`src/rtl/framer_pkg.sv`:
```
package framer_pkg;

  // K28.5 in both disparities, index 0 = first serial bit (a)
  localparam logic [9:0] SYNC_RD_NEG = 10'h17C;
  localparam logic [9:0] SYNC_RD_POS = 10'h283;

  // Strobes from control to datapath
  typedef struct packed {
    logic capture; // load the incoming window into the output register
    logic align;   // sync hit accepted, boundary moved here
  } framerCtrl_t;

endpackage

```
`src/rtl/framerDatapath.sv`:
```
module framerDatapath
  import framer_pkg::*;
#(
  parameter int CHAR_W = 10,
  parameter int NUM_SYNC = 2,
  parameter logic [NUM_SYNC*CHAR_W-1:0] SYNC_SET = {SYNC_RD_POS, SYNC_RD_NEG}
) (
  input  logic              clk,
  input  logic              rst,
  input  logic              serialBit,
  input  framerCtrl_t       ctrl,
  output logic              matchHit,
  output logic [CHAR_W-1:0] charOut
);

  logic [CHAR_W-1:0]   shiftWin;
  logic [CHAR_W-1:0]   nextWin;
  logic [NUM_SYNC-1:0] hitVec;

  // newest bit enters at the top, first bit ends at index 0
  assign nextWin = {serialBit, shiftWin[CHAR_W-1:1]};

  always_ff @(posedge clk) begin
    if (rst) shiftWin <= '0;
    else     shiftWin <= nextWin;
  end

  generate
    for (genvar g = 0; g < NUM_SYNC; g++) begin : gSyncCmp
      assign hitVec[g] = (nextWin == SYNC_SET[g*CHAR_W +: CHAR_W]);
    end
  endgenerate

  assign matchHit = |hitVec;

  always_ff @(posedge clk) begin
    if (rst)              charOut <= '0;
    else if (ctrl.capture) charOut <= nextWin;
  end

  function automatic logic isSync(input logic [CHAR_W-1:0] v);
    logic r;
    r = 1'b0;
    for (int k = 0; k < NUM_SYNC; k++)
      if (v == SYNC_SET[k*CHAR_W +: CHAR_W]) r = 1'b1;
    return r;
  endfunction

  AST_SYNC_CAPTURED: assert property (@(posedge clk) disable iff (rst)
    ctrl.align |=> isSync(charOut));

  AST_OUT_HELD: assert property (@(posedge clk) disable iff (rst)
    !ctrl.capture |=> $stable(charOut));

endmodule

```
`src/rtl/framerControl.sv`:
```
module framerControl
  import framer_pkg::*;
#(
  parameter int CHAR_W = 10
) (
  input  logic        clk,
  input  logic        rst,
  input  logic        reframeEn,
  input  logic        matchHit,
  output framerCtrl_t ctrl,
  output logic        charStrobe,
  output logic        ready
);

  localparam int CNT_W = $clog2(CHAR_W);
  localparam int LOW_W = $clog2(CHAR_W + 1);
  localparam logic [CNT_W-1:0] LAST_BIT = CNT_W'(CHAR_W - 1);
  localparam logic [LOW_W-1:0] LOW_LEN  = LOW_W'(CHAR_W);

  logic [CNT_W-1:0] bitCnt;
  logic [LOW_W-1:0] lowCnt;

  always_comb begin
    ctrl.align   = reframeEn && matchHit;
    ctrl.capture = ctrl.align || (bitCnt == LAST_BIT);
  end

  // boundary counter: bits gathered so far in the current character
  always_ff @(posedge clk) begin
    if (rst)               bitCnt <= '0;
    else if (ctrl.capture) bitCnt <= '0;
    else                   bitCnt <= bitCnt + 1'b1;
  end

  always_ff @(posedge clk) begin
    if (rst) charStrobe <= 1'b0;
    else     charStrobe <= ctrl.capture;
  end

  // ready timer: one character time low per accepted sync
  always_ff @(posedge clk) begin
    if (rst)                 lowCnt <= '0;
    else if (ctrl.align)     lowCnt <= LOW_LEN;
    else if (lowCnt != '0)   lowCnt <= lowCnt - 1'b1;
  end

  assign ready = (lowCnt == '0);

  AST_CNT_BOUND: assert property (@(posedge clk) disable iff (rst)
    bitCnt <= LAST_BIT);

  AST_STROBE_RESTART: assert property (@(posedge clk) disable iff (rst)
    charStrobe |-> (bitCnt == '0));

  AST_READY_FALL: assert property (@(posedge clk) disable iff (rst)
    $fell(ready) |-> charStrobe);

  AST_ALIGN_GATED: assert property (@(posedge clk) disable iff (rst)
    $fell(ready) |-> $past(reframeEn));

endmodule

```
`src/rtl/commaWordFramer.sv`:
```
module commaWordFramer
  import framer_pkg::*;
#(
  parameter int CHAR_W = 10,
  parameter int NUM_SYNC = 2,
  parameter logic [NUM_SYNC*CHAR_W-1:0] SYNC_SET = {SYNC_RD_POS, SYNC_RD_NEG}
) (
  input  logic              clk,
  input  logic              rst,
  input  logic              serialBit,
  input  logic              reframeEn,
  output logic [CHAR_W-1:0] charOut,
  output logic              charStrobe,
  output logic              ready
);

  framerCtrl_t ctrl;
  logic        matchHit;

  framerDatapath #(
    .CHAR_W(CHAR_W), .NUM_SYNC(NUM_SYNC), .SYNC_SET(SYNC_SET)
  ) uData (
    .clk(clk), .rst(rst), .serialBit(serialBit), .ctrl(ctrl),
    .matchHit(matchHit), .charOut(charOut)
  );

  framerControl #(.CHAR_W(CHAR_W)) uCtrl (
    .clk(clk), .rst(rst), .reframeEn(reframeEn), .matchHit(matchHit),
    .ctrl(ctrl), .charStrobe(charStrobe), .ready(ready)
  );

  AST_RESET_READY: assert property (@(posedge clk)
    $past(rst) |-> (ready && !charStrobe));

endmodule

```
`config.mk`:
```
export PLATFORM = sky130hd
export DESIGN_NAME = commaWordFramer
export DESIGN_NICKNAME = d
export VERILOG_FILES = /design/src/rtl/framer_pkg.sv /design/src/rtl/framerDatapath.sv /design/src/rtl/framerControl.sv /design/src/rtl/commaWordFramer.sv
export SDC_FILE = /design/constraint.sdc
export NUM_CORES = 1
export LEC_CHECK = 0
export ABC_AREA = 1
export CORE_UTILIZATION = 40
export DETAILED_ROUTE_END_ITERATION = 10
export HOLD_SLACK_MARGIN = 0.05
export PLACE_DENSITY_LB_ADDON = 0.1
export SYNTH_ARGS = -nofsm -noshare
export SYNTH_HDL_FRONTEND = slang
export SYNTH_SLANG_ARGS = --single-unit
```
`constraint.sdc`:
```
create_clock -name clk -period 1.9 [get_ports clk]
set_clock_uncertainty 0.15 [all_clocks]
set_input_delay 0.285 -clock clk [delete_from_list [all_inputs] [get_ports clk]]
set_output_delay 0.285 -clock clk [all_outputs]
set_load 0.02 [all_outputs]
```
==> results.cfg, run 1 <==
[synthesis]
synth_edf_count = 0
synth-seq-area-share_pct = 53.3
syn_nets = 134
synth_flop_cell = dfxtp_1
synth.distinct_cells = 20
yosysWarnings = 0
synth_top_area_share_pct = 53.3
async_reset_ff_share_pct = 0
synth-seq-cells = 28
synth_top_cell_by_area = dfxtp_1
synth_common_cells = 28 x dfxtp_1, 21 x nor2_1, 20 x nand2_1, 13 x inv_1, 13 x nand3_1
synth_area_leaders = dfxtp_1 53%, nor2_1 7.5%, nand2_1 7.1%
postSynthCellCount = 128
synth_area_per_cell_um2 = 8.22
netlist_area_um2 = 1050
yosysMostFrequentCell = dfxtp_1

[outcome]
status = finished clean

[setup_path]
crit_path_top_delay_cell = dfxtp_1
cp_num_buf_inv = 3
end_kind = primary output
start_kind = register
crit_family = simple AND/OR/NAND/NOR gates
crit_top_cell = inv_1
crit_chain = or2_2 > inv_1 > nand2_1 > inv_1 > buf_2
worst_ep_required_time_ps = 1460
r2r-start = uData.shiftWin[6]
criticalPathCategory = register to primary output
crit_path_max_incr_delay_ps = 330
path_max_fanout = 4
arrival_ps = 1340
cp-startpoint = uCtrl.lowCnt[1]

[floorplanning]
row_count = 18
die_area_um2 = 2840
die_y_um = 53.3
core-area_um2 = 2480
start_util_pct = 42.5
ios = 16
die_x_um = 53.3

[grt]
grt_pass1_wl_mm = 3.03
grt_max_degree = 17
grt_util_all_layers_pct = 14.7
antenna_found_initial = 0
overflow = 0
first_global_vias = 769

[clock_tree]
cts_made_buffers = 3
path_clk_slew_ps = 130
clockBufferDepth = 2
htreeDepth = 1
clkLatencyLatePin_ps = 310
cts_setup_buffers = 0
cts_root_buf = clkbuf_4
cts_tree = built
cts_sinks = 28

[finish]
area_growth_pct = 19.0
n_antenna_cell = 0
drive_gt1_share_pct = 7.64
fin_nets = 152
fin_cells = 174
fill_cells = 242
multi_input_area_um2 = 415
seq_area_um2 = 561

[sta]
slew_headroom_pct = 76.3
slew_violations = 0
setup_viol = 0
worst-slew-pin-transition_ps = 355
fmax_mhz = 563
finalHoldViolCount = 0
finalCritPeriodShare_pct = 93.5
min_period_ps = 1780
layout_setup_ws_ps = 123
grt_setup_unrepaired = false
tns_ps = 0

[placed_design]
place_inst = 171
portBuffers = 15
post-place-ws_ps = 31.5
place_congestion = 0.745
detailed_place_hpwl_mm = 1.40

[route]
wl_mm = 1.92
drtAntennaViolNets = 0
vias = 847
via_per_inst = 4.87
post-route-drc-count = 0
wl_per_cell_um = 11.0
drt_iter0_markers = 22
firstDrtPassIters = 4

[job]
maxCapViolCount = 0

[min_path]
min_path_type = register to register
min_from = uData.shiftWin[2]

[power_and_ir_drop]
max-vdd-ir-drop_mv = 0.407
leakage_nw = 0.544
p_per_area_nw_per_um2 = 781
[timing repair]
action / 4_1_cts / 5_1_grt
setup endpoints to repair: 1 / 0
gates resized for setup: 4 / 0
hold buffers: 0 / 0
[worst paths after layout]
check                                         end  slack [ps]  cells after the start
worst max-delay path                        ready         120                      5
worst min-delay path            uData.shiftWin[1]         310                      2
worst max register to register   uData.charOut[0]         500                      8
worst min register to register  uData.shiftWin[1]         310                      2
[per-stage QoR]
| stage | hold slack [ps] | utilization, % | total power [mW] | instance area (um^2) |
|---|---|---|---|---|
| floorplan | 204 | - | 0.723 | 1050 |
| global placement | 272 | 49.8 | 0.765 | 1230 |
| detailed placement | 296 | 49.8 | 0.774 | 1230 |
| CTS | 315 | 50.6 | 1.00 | 1250 |
| global route | 333 | 50.6 | 1.03 | 1250 |
| finish | 311 | 50.6 | 0.978 | 1250 |
[kinds of logic (layout without fill, tap and decap cells)]
| family | count (synthesis) | in the layout | synth area share [%] |
|---|---|---|---|
| buffers and inverters | 18 | 34 | 7.25 |
| AO/OA/AOI/OAI | 5 | 5 | 2.38 |
| AND/OR/NAND/NOR | 72 | 72 | 32.2 |
| flip-flops | 28 | 28 | 53.3 |
| adder cells (fa/ha/maj) | 2 | 2 | 2.38 |
| XOR/XNOR | 3 | 3 | 2.50 |
[power by group]
| part | internal [mW] | leakage (nW) | switching, mW |
|---|---|---|---|
| clock | 0.0741 | 0.0138 | 0.156 |
| combinational | 0.0472 | 0.303 | 0.0745 |
| sequential | 0.610 | 0.227 | 0.0170 |
[cell type report]
cell class                      instances  share of cell area (%)
Clock buffer                            3                    1.80
Inverter                               13                    3.90
Multi-Input combinational cell         82                    33.2
Sequential cell                        28                    44.8
Tap cell                               30                    3.00
Timing Repair Buffer                   18                    13.4
[layer usage]
metal / wire length [um] / global-route usage, % / up-vias
li1: - / - / 446
met1: 891 / 16.0 / 390
met2: 954 / 26.9 / 9
met3: 55 / 2.59 / 2
met4: 15 / 6.58 / 0
met5: 0 / 0 / -
[worst register-to-register path, cell delays in order (launching register included)]
cell and delay (ps):
dfxtp_1 400, nand2_1 70, nor2_1 120, nand3_1 100, nand2_2 90, nand2_4 130
nand2_4 150, nand3_1 90, nand2_1 70
[state kept, by name, summed over array words and instances, names as in the netlist]
signal	flops
uData.charOut	10
uData.shiftWin	9
uCtrl.bitCnt	4
uCtrl.lowCnt	4
uCtrl.charStrobe	1
[placed cells by master (no fill, tap or decap), drive strengths merged, types with 2 or more instances in the layout]
cell,n
nor2,21
xor2,2
ha,2
nand2,23
nand4,10
inv,13
nand3,13
nor3,3
clkdlybuf4s50,14
clkbuf,3
dfxtp,28
buf,4
a21oi,4
Power figures use the tool's default switching activity.
==> inputs of run 2 (changes only) <==
--- a/config.mk
+++ b/config.mk
@@ -6,7 +6,7 @@
 export NUM_CORES = 1
 export LEC_CHECK = 0
 export ABC_AREA = 1
-export CORE_UTILIZATION = 40
+export CORE_UTILIZATION = 53
 export DETAILED_ROUTE_END_ITERATION = 10
 export HOLD_SLACK_MARGIN = 0.05
 export PLACE_DENSITY_LB_ADDON = 0.1
==> run 2 against run 1 <==
- non-clock buffer count did not move
- largest power group unchanged
- highest routed layer unchanged
- fmax rose by 0.22%
- core utilization rose by 19 points
- critical path type unchanged
- largest cell class unchanged
- clock-buffer cell count rose by 1
==> results.cfg, run 2 (synthesis results as in run 1) <==
[min_path]
min_from = uCtrl.lowCnt[0]
whs_path_depth = 1
worstHoldEndpoint = uCtrl.lowCnt[0]
min_path_type = register to register

[clock_tree]
cts_made_buffers = 3
clkLatencyLatePin_ps = 320
path_clk_slew_ps = 140
hold_buffers = 0
clockBufferDepth = 2
cts_sinks = 28
cts_tree = built
cts_setup_buffers = 0
cts_root_buf = clkbuf_4
htreeDepth = 1
cts_resized = 3

[route]
via_per_inst = 4.88
drt_iter0_markers = 9
vias = 829
wl_mm = 1.78
drtAntennaViolNets = 0
wl_per_cell_um = 10.5
post-route-drc-count = 0
firstDrtPassIters = 2

[power_and_ir_drop]
pwr-share-comb_pct = 11.6
p_sw_mw = 0.251
p_int_mw = 0.774
power.share.switching_pct = 24.5
p_seq_share_pct = 61.2
max-vdd-ir-drop_mv = 0.476
power_frac_clock_pct = 27.3
leakage_nw = 0.551
p_per_area_nw_per_um2 = 813

[sta]
slew_violations = 0
setup_viol = 0
slew_headroom_pct = 85.7
grt_setup_unrepaired = false
tns_ps = 0
min_period_ps = 1770
finalCritPeriodShare_pct = 93.3
layout_setup_ws_ps = 127
finalHoldViolCount = 0
worst-slew-pin-transition_ps = 213
fmax_mhz = 564

[setup_path]
arrival_ps = 1340
crit_chain = or2_2 > inv_1 > nand2_1 > inv_1 > buf_2
r2r-start = uData.shiftWin[9]
worst_ep_required_time_ps = 1460
crit_family = simple AND/OR/NAND/NOR gates
r2r_end = uData.charOut[3]
cp_num_buf_inv = 3
start_kind = register
crit_top_cell = inv_1
crit_path_max_incr_delay_ps = 340
worstRegToRegCells = 8
criticalPathCategory = register to primary output
end_kind = primary output
crit_path_top_delay_cell = dfxtp_1
path_max_fanout = 4
rrSetupSlack_ps = 510

[finish]
reg_top3 = uData.charOut: 10 flops, uData.shiftWin: 9 flops
drive_gt1_share_pct = 8.28
final_common_cell = dfxtp_1
fill_cells = 175
multi_input_area_um2 = 415
top_register = uData.charOut
seq_area_um2 = 561
area_growth_pct = 19.7
largest_reg_flops = 10
final_cell_mix = 28 x dfxtp_1, 21 x nor2_1, 20 x nand2_1, 14 x clkdlybuf4s50_1
fin_nets = 152
n_antenna_cell = 0

[floorplanning]
ios = 16
die_y_um = 46.6
row_count = 15
die_area_um2 = 2170
start_util_pct = 58.4
die_x_um = 46.6
core-area_um2 = 1800

[job]
maxCapViolCount = 0

[placed_design]
portBuffers = 15
place_congestion = 0.745
detailed_place_hpwl_mm = 1.28
post-place-ws_ps = 41.6

[outcome]
status = finished clean

[grt]
grt_pass1_wl_mm = 2.99
antenna_found_initial = 0
overflow = 0
grt_util_all_layers_pct = 19.4
grt_max_degree = 23
first_global_vias = 733
-- run 2: changes by cell type in the layout (fill, tap and decap cells not counted), sizes merged --
cell	change
clkbuf	+1
-- run 2: how the worst max path moves through the flow --
| stage | cells past startpoint | slack, ps | start | endpoint |
|---|---|---|---|---|
| floorplan | 4 | 600 | uCtrl.lowCnt[1] | ready |
| global placement | 5 | 80 | uCtrl.lowCnt[1] | ready |
| detailed placement | 5 | 40 | uCtrl.lowCnt[1] | ready |
| CTS | 5 | 10 | uCtrl.lowCnt[1] | ready |
| global route | 5 | 20 | uCtrl.lowCnt[1] | ready |
| finish | 5 | 130 | uCtrl.lowCnt[1] | ready |
-- run 2: area by class of cell --
| class | count | share of cell area, % |
|---|---|---|
| sequential | 28 | 44.5 |
| multi-input combinational | 82 | 33.0 |
| timing repair buffer | 18 | 13.3 |
| inverter | 13 | 3.87 |
| clock buffer | 4 | 2.88 |
| tap | 25 | 2.48 |
-- run 2: layer usage --
metal | vias up | track usage [%] | wire (um)
met4 | 0 | 10.6 | 15
met5 | - | 0 | 0
met1 | 371 | 25.1 | 886
li1 | 445 | - | -
met2 | 11 | 31.1 | 819
met3 | 2 | 2.35 | 55
-- run 2: power groups by stage --
stage / Sequential (mW) / Combinational, mW / Clock, mW
final: 0.627 / 0.119 / 0.279
after global routing: 0.630 / 0.136 / 0.312
after CTS: 0.626 / 0.129 / 0.286
after detailed placement: 0.640 / 0.132 / 0
after global placement: 0.638 / 0.127 / 0
after floorplan: 0.636 / 0.0867 / 0
-- run 2: per-stage QoR --
step | total power [mW] | utilization (%) | instances | hold WS [ps] | cell area, um^2
after CTS | 1.04 | 70.3 | 170 | 300 | 1270
after global routing | 1.08 | 69.9 | 170 | 336 | 1260
after detailed placement | 0.771 | 68.2 | 166 | 281 | 1230
after global placement | 0.765 | 68.2 | 166 | 273 | 1230
final | 1.02 | 69.9 | 170 | 300 | 1260
after floorplan | 0.723 | - | 128 | 204 | 1050
==> inputs of run 3 (changes only) <==
--- a/config.mk
+++ b/config.mk
@@ -10,6 +10,7 @@
 export DETAILED_ROUTE_END_ITERATION = 10
 export HOLD_SLACK_MARGIN = 0.05
 export PLACE_DENSITY_LB_ADDON = 0.1
+export REMOVE_ABC_BUFFERS = 1
 export SYNTH_ARGS = -nofsm -noshare
 export SYNTH_HDL_FRONTEND = slang
 export SYNTH_SLANG_ARGS = --single-unit
==> run 3 against run 2 <==
- first-iteration DRC count increased to 3.1 times the previous value
- sequential power about the same
- critical path depth unchanged
- global-route usage increased by 1.6 points
- die area unchanged
- setup slack got worse by 14 ps
- cell area increased by 0.99%
- hold slack got worse by 1.9 ps
- register-to-register slack got worse by 100 ps
- non-clock buffer count unchanged
- clock-buffer cell count unchanged
- fmax decreased by 0.77%
==> results.cfg, run 3 (synthesis results as in run 1) <==
[outcome]
status = finished clean

[route]
drt_iter0_markers = 28
wl_per_cell_um = 11.4
post-route-drc-count = 0
vias = 854
wl_mm = 1.94
firstDrtPassIters = 4
drtAntennaViolNets = 0
via_per_inst = 5.02

[clock_tree]
clockBufferDepth = 2
path_clk_slew_ps = 140
clkLatencyLatePin_ps = 320
htreeDepth = 1
cts_setup_buffers = 0
cts_made_buffers = 3
cts_root_buf = clkbuf_4
cts_tree = built
hold_buffers = 0
cts_sinks = 28

[setup_path]
criticalPathCategory = register to primary output
rrSetupSlack_ps = 410
end_kind = primary output
worstRegToRegCells = 7
r2r_end = uData.charOut[2]
worst_ep_required_time_ps = 1460
start_kind = register
cp-startpoint = uCtrl.lowCnt[1]
path_max_fanout = 4
r2r-start = uCtrl.bitCnt[1]
arrival_ps = 1350

[floorplanning]
start_util_pct = 58.4
ios = 16
die_y_um = 46.6
core-area_um2 = 1800
die_x_um = 46.6
row_count = 15
die_area_um2 = 2170

[power_and_ir_drop]
p_per_area_nw_per_um2 = 810
leakage_nw = 0.555
max-vdd-ir-drop_mv = 0.591

[placed_design]
portBuffers = 15
dpl_cell_area_um2 = 1240
detailed_place_hpwl_mm = 1.40
place_congestion = 0.751

[finish]
fin_nets = 152
drive_gt1_share_pct = 8.28
largest_reg_flops = 10
top_register = uData.charOut
n_antenna_cell = 0
multi_input_area_um2 = 415
area_growth_pct = 20.9
seq_area_um2 = 561
reg_top3 = uData.charOut: 10 flops, uData.shiftWin: 9 flops
final_cell_mix = 28 x dfxtp_1, 21 x nor2_1, 20 x nand2_1, 14 x clkdlybuf4s50_1
fin_area_um2 = 1270
fill_cells = 150
final_common_cell = dfxtp_1

[sta]
worst-slew-pin-transition_ps = 288
tns_ps = 0
slew_violations = 0
grt_setup_unrepaired = false
slew_headroom_pct = 80.8
min_period_ps = 1790
finalCritPeriodShare_pct = 94.0
setup_viol = 0
fmax_mhz = 560
finalHoldViolCount = 0

[min_path]
min_path_type = register to register
min_from = uCtrl.lowCnt[0]
whs_path_depth = 1
worstHoldEndpoint = uCtrl.lowCnt[0]

[grt]
grt_util_all_layers_pct = 21.0
antenna_found_initial = 0
overflow = 0
first_global_vias = 748
grt_max_degree = 17
grt_pass1_wl_mm = 3.18

[job]
maxCapViolCount = 0
==> run 3: routing by layer <==
metal | wire length, um | vias up | track usage (%)
met5 | 0 | - | 0
met4 | 25 | 0 | 8.82
met3 | 86 | 4 | 3.53
met2 | 947 | 24 | 35.6
met1 | 878 | 379 | 25.8
li1 | - | 447 | -
==> run 3: power by group <==
part / internal (mW) / switching, mW / leakage (nW)
combinational: 0.0498 / 0.0738 / 0.307
sequential: 0.610 / 0.0169 / 0.227
clock: 0.117 / 0.163 / 0.0210
==> run 3: worst max path at each step <==
stage	end	slack, ps	cells past startpoint
finish	ready	110	5
global route	ready	30	5
CTS	ready	100	5
detailed placement	ready	30	5
global placement	ready	90	5
floorplan	uData.charOut[0]	540	6
==> run 3: per-stage QoR <==
stage / utilization [%] / setup slack, ps / power [mW] / hold WS (ps) / cells
after floorplan: - / 543 / 0.719 / 204 / 123
after global placement: 68.9 / 91.1 / 0.767 / 274 / 166
after detailed placement: 68.9 / 34.4 / 0.775 / 283 / 166
after CTS: 70.6 / 95.8 / 1.04 / 302 / 170
after global routing: 70.6 / 28.4 / 1.09 / 338 / 170
final: 70.6 / 114 / 1.03 / 298 / 170
==> run 3: worst max-delay path, stage by stage (launching register included) <==
cell	delay (ps)
dfxtp_1	340
or2_2	330
inv_1	70
nand2_1	40
inv_1	80
buf_2	170
==> run 3: area by class of cell <==
| type | count | share of cell area [%] |
|---|---|---|
| Timing Repair Buffer | 18 | 14.2 |
| Inverter | 13 | 3.83 |
| Multi-Input combinational cell | 82 | 32.6 |
| Sequential cell | 28 | 44.1 |
| Tap cell | 25 | 2.46 |
| Clock buffer | 4 | 2.85 |
==> run 3: timing repair <==
action                                 CTS  global route
endpoints found under the hold margin    0             0
setup endpoints to repair                1             0
gates resized for setup                  4             0
